==> config.mk <==
export PLATFORM = sky130hd
export DESIGN_NAME = kbc_mailbox
export DESIGN_NICKNAME = d
export VERILOG_FILES = /design/src/rtl/kbc_mbox_pkg.sv /design/src/rtl/kbc_mbox_ctrl.sv /design/src/rtl/kbc_mbox_dp.sv /design/src/rtl/kbc_mailbox.sv
export SDC_FILE = /design/constraint.sdc
export NUM_CORES = 1
export LEC_CHECK = 0
export BUFFER_PORTS_ARGS = -buffer_cell sky130_fd_sc_hd__buf_2
export CAP_MARGIN = 0
export CORE_ASPECT_RATIO = 1.5
export CORE_MARGIN = 3
export CORE_UTILIZATION = 50
export CTS_CLUSTER_DIAMETER = 80
export DETAILED_ROUTE_END_ITERATION = 10
export PLACE_DENSITY = 0.81
export SLEW_MARGIN = 25
export SYNTH_ARGS = -nofsm -noshare
export SYNTH_HDL_FRONTEND = slang
export SYNTH_SLANG_ARGS = --single-unit
==> constraint.sdc <==
create_clock -name clk -period 1.3 [get_ports clk]
set_input_delay 0.065 -clock clk [delete_from_list [all_inputs] [get_ports clk]]
set_output_delay 0.065 -clock clk [all_outputs]
set_load 0.02 [all_outputs]
==> src/rtl/kbc_mbox_pkg.sv <==
package kbc_mbox_pkg;
  localparam int FW_ADDR_W = 2;

  typedef enum logic [FW_ADDR_W-1:0] {
    FW_CTRL     = 2'd0,
    FW_KBD_OUT  = 2'd1,
    FW_AUX_OUT  = 2'd2,
    FW_DATA_IN  = 2'd3
  } fw_reg_e;

  // strobes from control to datapath
  typedef struct packed {
    logic loadOut;
    logic loadIn;
    logic loadCtrl;
  } strobe_t;

  typedef struct packed {
    logic obf;
    logic ibf;
    logic aux;
    logic cmd;
    logic obe;
  } flags_t;

  // bit order matches firmware control register bits 3..0
  typedef struct packed {
    logic ibfIrqEn;
    logic obeIrqEn;
    logic auxIrqEn;
    logic kbdIrqEn;
  } ctrl_t;
endpackage

==> src/rtl/kbc_mbox_ctrl.sv <==
module kbc_mbox_ctrl
  import kbc_mbox_pkg::*;
(
  input  logic    clk,
  input  logic    rstN,
  input  logic    hostWrEn,
  input  logic    hostRdEn,
  input  logic    hostCmd,
  input  logic    fwWrEn,
  input  logic    fwRdEn,
  input  fw_reg_e fwReg,
  input  ctrl_t   ctrlReg,
  output strobe_t strobe,
  output flags_t  flags,
  output logic    hostKbdIrq,
  output logic    hostAuxIrq,
  output logic    fwObeIrq,
  output logic    fwIbfIrq
);
  logic fwOutWr, fwAuxWr, hostDrain, fwInRd;
  flags_t flagsNxt;

  always_comb begin
    fwAuxWr   = fwWrEn && (fwReg == FW_AUX_OUT);
    fwOutWr   = fwWrEn && ((fwReg == FW_KBD_OUT) || fwAuxWr);
    hostDrain = hostRdEn && !hostCmd && flags.obf;
    fwInRd    = fwRdEn && (fwReg == FW_DATA_IN);

    strobe.loadOut  = fwOutWr;
    strobe.loadIn   = hostWrEn;
    strobe.loadCtrl = fwWrEn && (fwReg == FW_CTRL);

    flagsNxt = flags;
    // firmware load takes priority over a host drain in the same cycle
    if (fwOutWr) begin
      flagsNxt.obf = 1'b1;
      flagsNxt.aux = fwAuxWr;
      flagsNxt.obe = 1'b0;
    end else if (hostDrain) begin
      flagsNxt.obf = 1'b0;
      flagsNxt.obe = 1'b1;
    end
    // host load takes priority over a firmware drain in the same cycle
    if (hostWrEn) begin
      flagsNxt.ibf = 1'b1;
      flagsNxt.cmd = hostCmd;
    end else if (fwInRd) begin
      flagsNxt.ibf = 1'b0;
    end
  end

  always_ff @(posedge clk) begin
    if (!rstN) flags <= '0;
    else       flags <= flagsNxt;
  end

  always_comb begin
    hostKbdIrq = flags.obf && !flags.aux && ctrlReg.kbdIrqEn;
    hostAuxIrq = flags.obf &&  flags.aux && ctrlReg.auxIrqEn;
    fwObeIrq   = flags.obe && ctrlReg.obeIrqEn;
    fwIbfIrq   = flags.ibf && ctrlReg.ibfIrqEn;
  end
endmodule

==> src/rtl/kbc_mbox_dp.sv <==
module kbc_mbox_dp
  import kbc_mbox_pkg::*;
#(
  parameter int DATA_W = 8
) (
  input  logic              clk,
  input  logic              rstN,
  input  strobe_t           strobe,
  input  flags_t            flags,
  input  logic              hostCmd,
  input  fw_reg_e           fwReg,
  input  logic [DATA_W-1:0] hostWrData,
  input  logic [DATA_W-1:0] fwWrData,
  output logic [DATA_W-1:0] hostRdData,
  output logic [DATA_W-1:0] fwRdData,
  output ctrl_t             ctrlReg
);
  localparam int CTRL_W = $bits(ctrl_t);

  logic [DATA_W-1:0] outByte, inByte, statusByte;

  always_ff @(posedge clk) begin
    if (!rstN) begin
      outByte <= '0;
      inByte  <= '0;
      ctrlReg <= '0;
    end else begin
      if (strobe.loadOut)  outByte <= fwWrData;
      if (strobe.loadIn)   inByte  <= hostWrData;
      if (strobe.loadCtrl) ctrlReg <= ctrl_t'(fwWrData[CTRL_W-1:0]);
    end
  end

  always_comb begin
    statusByte    = '0;
    statusByte[0] = flags.obf;
    statusByte[1] = flags.ibf;
    statusByte[3] = flags.cmd;
    statusByte[5] = flags.aux;
    hostRdData = hostCmd ? statusByte : outByte;
    case (fwReg)
      FW_CTRL:    fwRdData = DATA_W'(ctrlReg);
      FW_KBD_OUT: fwRdData = statusByte;
      FW_AUX_OUT: fwRdData = '0;
      default:    fwRdData = inByte;
    endcase
  end
endmodule

==> src/rtl/kbc_mailbox.sv <==
module kbc_mailbox
  import kbc_mbox_pkg::*;
(
  input  logic       clk,
  input  logic       rstN,
  input  logic       hostWrEn,
  input  logic       hostRdEn,
  input  logic       hostCmd,
  input  logic [7:0] hostWrData,
  output logic [7:0] hostRdData,
  input  logic       fwWrEn,
  input  logic       fwRdEn,
  input  logic [1:0] fwAddr,
  input  logic [7:0] fwWrData,
  output logic [7:0] fwRdData,
  output logic       hostKbdIrq,
  output logic       hostAuxIrq,
  output logic       fwObeIrq,
  output logic       fwIbfIrq
);
  strobe_t strobe;
  flags_t  flags;
  ctrl_t   ctrlReg;
  fw_reg_e fwReg;
  logic    obfFlag, ibfFlag;

  assign fwReg   = fw_reg_e'(fwAddr);
  assign obfFlag = flags.obf;
  assign ibfFlag = flags.ibf;

  kbc_mbox_ctrl i_ctrl (
    .clk(clk), .rstN(rstN), .hostWrEn(hostWrEn), .hostRdEn(hostRdEn),
    .hostCmd(hostCmd), .fwWrEn(fwWrEn), .fwRdEn(fwRdEn), .fwReg(fwReg),
    .ctrlReg(ctrlReg), .strobe(strobe), .flags(flags),
    .hostKbdIrq(hostKbdIrq), .hostAuxIrq(hostAuxIrq),
    .fwObeIrq(fwObeIrq), .fwIbfIrq(fwIbfIrq)
  );

  kbc_mbox_dp #(.DATA_W(8)) i_dp (
    .clk(clk), .rstN(rstN), .strobe(strobe), .flags(flags),
    .hostCmd(hostCmd), .fwReg(fwReg), .hostWrData(hostWrData),
    .fwWrData(fwWrData), .hostRdData(hostRdData), .fwRdData(fwRdData),
    .ctrlReg(ctrlReg)
  );
endmodule

* Word-level counts from Yosys, hierarchy flattened *
Cells that the tools add are included.

storage, ports and cells
  bits of input ports = 25
  logic and storage cells = 40
  register bits = 25

cells by class
  bitwise logic cells = 1
  equality and inequality tests = 3
  reduce and logical (&&, ||, !) cells = 19
  muxes and demuxes = 6

operators by type and width
  kind                number
  $pmux 8 s3          1
  $logic_and 1x1->1   12
  $mux 8              1
  $eq 2x2->1 const B  2
  $mux 1              4
  $reduce_bool 2->1   2
  $eq 2x1->1 const B  1
  $logic_not 1->1     2
  $logic_not 2->1     1
  $reduce_or 2->1     1
  $logic_or 1x1->1    1
  $not 1->1           1

* Depth between registers and ports, before layout *
  depth after elaboration = 5
  depth in mapped cells = 4
  mapped depth without buffers = 3

* Modules after synthesis *
From an unflattened synthesis, not the netlist that was laid out.

second synthesis, totals
  cell total of the unflattened synthesis = 124
  area total of the unflattened synthesis = 1,223.7 µm²

by module, submodules not included
  module         times used  cells an instance  area an instance (µm²)
  kbc_mbox_dp    1           93                 955.9
  kbc_mbox_ctrl  1           31                 267.8

* Worst setup path after synthesis *
OpenSTA, ideal clock, no wires.

  path kind = register -> output
  start point = register, netlist name i_ctrl.flags[4]
  end point = output fwRdData[0]
  slack = 0.317 ns
  data arrival time = 0.918 ns
  cell stages (with the launch flop) = 3
  data required time = 1.235 ns
  buffers on the path = 0
  cells stage by stage = dfxtp_1 mux2i_1 o21ai_0

on the way
  longest elaborated chain between the ends = 1

RTL lines
  element           line               text
  $pmux 8 s3        kbc_mbox_dp.sv:41  case (fwReg)
  end: declaration  kbc_mailbox.sv:15  output logic [7:0] fwRdData,

Every way passes these cells.

* Worst setup path after layout *
  start point = register, netlist name i_dp.ctrlReg[3]
  end point = output fwRdData[3]

on the way
  longest elaborated chain between the ends = 1

RTL lines
  element     line
  $pmux 8 s3  kbc_mbox_dp.sv:41

Every way passes these cells.

==> reports/qor.txt <==
Inst Count DP: 188
Die Ht: 66.2 um
Int Pwr: 1070 uW
Fillcell total: 191
Total number of vias: 1054
WP data arrival: 1110 ps
Sequential share of the synthesized area: 0.415
Final nets: 206
Core area: 2260 um2
Share of power burned in registers: 0.567
DRT iter0 DRCs: 11
Clock Sinks: 25
PnR Total Power: 1480 uW
Number of global-route vias before repair: 1074
Dpl hpwl: 1950 um
Leakage: 0.000749 uW
Crit path required time: 1240 ps
Final GP Congestion: 0.784
Finished Layout Cells: 203
Pre-antenna DRT Iters: 3
# rows: 21
Distinct cell type count after synthesis: 19
# IOs: 45
Syn. warnings: 0
Largest net degree at the start of global routing: 34
Total gr overflow: 0
Setup violators final: 0
CTS HTree Levels: 1
Worst Hold Class: in -> reg
Synth Area per Inst: 9.42 um2
Crit path launch type: flip-flop
Relative slew slack: 0.683
Setup Skew: 0.0719 ps
Share of layout cells above drive strength 1: 0.328
Crit Path Max Fanout: 3
Final hold viol count: 0
Post-CTS setup buffer count: 0
Sw Share: 0.275
Antenna viol nets, final: 0
Clock root cell: clkbuf_4
Port Buffer Count: 44
Clock share of power: 0.238
Cts bufs inserted: 3
CTS tree: yes
Total Routing Usage GR: 0.189
Syn nets: 153
Clk buf depth: 2
Synth Register Bits: 25
Max-cap violations: 0
P per Cell Area: 945 nW/um2
Max IR drop VDD: 0.000678 V
WHS Path Cells: 3
Fin. max-slew vios: 0
Initial antenna violation count: 0
Die Area: 3050 um2
Global-route wire length before repair: 4400 um
Drc violations: 0
Final Critical Period: 1180 ps
Crit path capture type: primary output
Outcome: complete, no violations
Die Wd: 46.1 um
Via/cell ratio: 5.19
Clk_lat worst skew: 310 ps
Clk pin slew, worst setup/hold paths: 140 ps
Area grow syn2layout: 29.9%
DRT Wirelength: 2660 um
Achievable Freq: 850 MHz
Part of the cycle the worst path needs: 0.905
Net Sw Power: 407 uW
Worst Path Class, Setup: reg -> out
Reg2reg path depth: 2
N_diodes: 0
Worst-margin pin slew: 476 ps
Wirelength per Cell: 13.1 um
Hold slack: 1.44 ps
Cell area after synthesis: 1210 um2
Starting Density: 0.534
Post-synthesis cell count: 128
Gate power share: 0.194
## worst max-delay path, cell delays in order (launching register included)
cell and delay [ps]:
dfxtp_1 380, mux2i_1 80, o21ai_1 140, buf_2 180
## what timing repair did
item / CTS / global route
endpoints found under the setup margin: 0 / 3
hold buffers: 8 / 3
hold endpoints to repair: 8 / 3
gates resized for setup: 0 / 6
## sequential cells by signal, summed over array words and instances, names as in the netlist
name and cells:
i_dp.ctrlReg 4, i_ctrl.flags 5, i_dp.inByte 8, i_dp.outByte 8
## final timing paths
kind              startpoint               to  slack [ps]
max          i_dp.ctrlReg[3]      fwRdData[3]         120
min            hostWrData[2]   i_dp.inByte[2]           1
max reg2reg  i_ctrl.flags[2]  i_ctrl.flags[2]         550
min reg2reg  i_dp.outByte[1]  i_dp.outByte[1]         470
## area by class of cell
class / count / area, um2 / share of cell area
Multi-Input combinational cell: 94 / 661 / 0.422
Clock inverter: 1 / 7.51 / 0.00479
Inverter: 1 / 3.75 / 0.00240
Tap cell: 23 / 28.8 / 0.0184
Timing Repair Buffer: 56 / 338 / 0.216
Sequential cell: 25 / 505 / 0.323
Clock buffer: 3 / 22.5 / 0.0144
## power groups by stage
stage | clock, uW | sequential (uW) | combinational, uW
after global routing | 407 | 847 | 317
final | 353 | 840 | 288
after detailed placement | 0 | 856 | 263
after global placement | 0 | 854 | 254
after floorplan | 0 | 845 | 183
after CTS | 366 | 839 | 282
## Yosys cell counts, drive strengths merged
library cell  count  share of area
nor3b             2          0.021
nand2            22          0.068
buf               5          0.025
and2              4          0.021
a22o              1         0.0073
a21boi            3          0.019
a31oi             1         0.0052
nor2b            19          0.099
xor2              1         0.0073
mux2              4          0.037
nor2              2         0.0062
and3              4          0.021
dfxtp            25           0.41
o21ai             4          0.017
o21a              2          0.012
clkbuf            3         0.0093
inv               1         0.0031
mux2i            25           0.21
## logic make-up after synthesis
family / share of synthesized area
and+or+nand+nor: 0.235
muxes: 0.245
DFF: 0.415
xor gates and xnor gates: 0.00726
AOI/OAI and AO/OA: 0.0602
buffers and inverters: 0.0373
## cell usage in the layout (no fill, tap or decap), types with 2 or more instances in the layout
master | Yosys | routed
mux2_2 | 4 | 4
buf_2 | 3 | 44
dlygate4sd3_1 | 0 | 11
and2_1 | 4 | 4
nand2_1 | 22 | 22
clkbuf_4 | 0 | 3
o21ai_0 | 4 | 2
mux2i_1 | 25 | 25
nor2b_1 | 19 | 19
dfxtp_2 | 0 | 4
dfxtp_1 | 25 | 21
nor2_1 | 2 | 2
nor3b_2 | 2 | 2
o21a_1 | 2 | 2
and3_1 | 4 | 4
o21ai_1 | 0 | 2
a21boi_0 | 3 | 3
## through the flow
step | TNS, ps | utilization | cell area [um2] | setup slack (ps)
floorplan | 0 | - | 1210 | 317
global placement | 0 | 0.629 | 1420 | 224
detailed placement | 0 | 0.629 | 1420 | 163
CTS | 0 | 0.678 | 1530 | 41.8
global route | -0.869 | 0.693 | 1570 | -0.869
finish | 0 | 0.693 | 1570 | 124
## layer usage
metal	part of all wire	GRT usage
met5	0	0
met4	0.0045	0.0214
met3	0.055	0.0300
met2	0.55	0.355
met1	0.39	0.217
(Power assumes the default switching activity.)
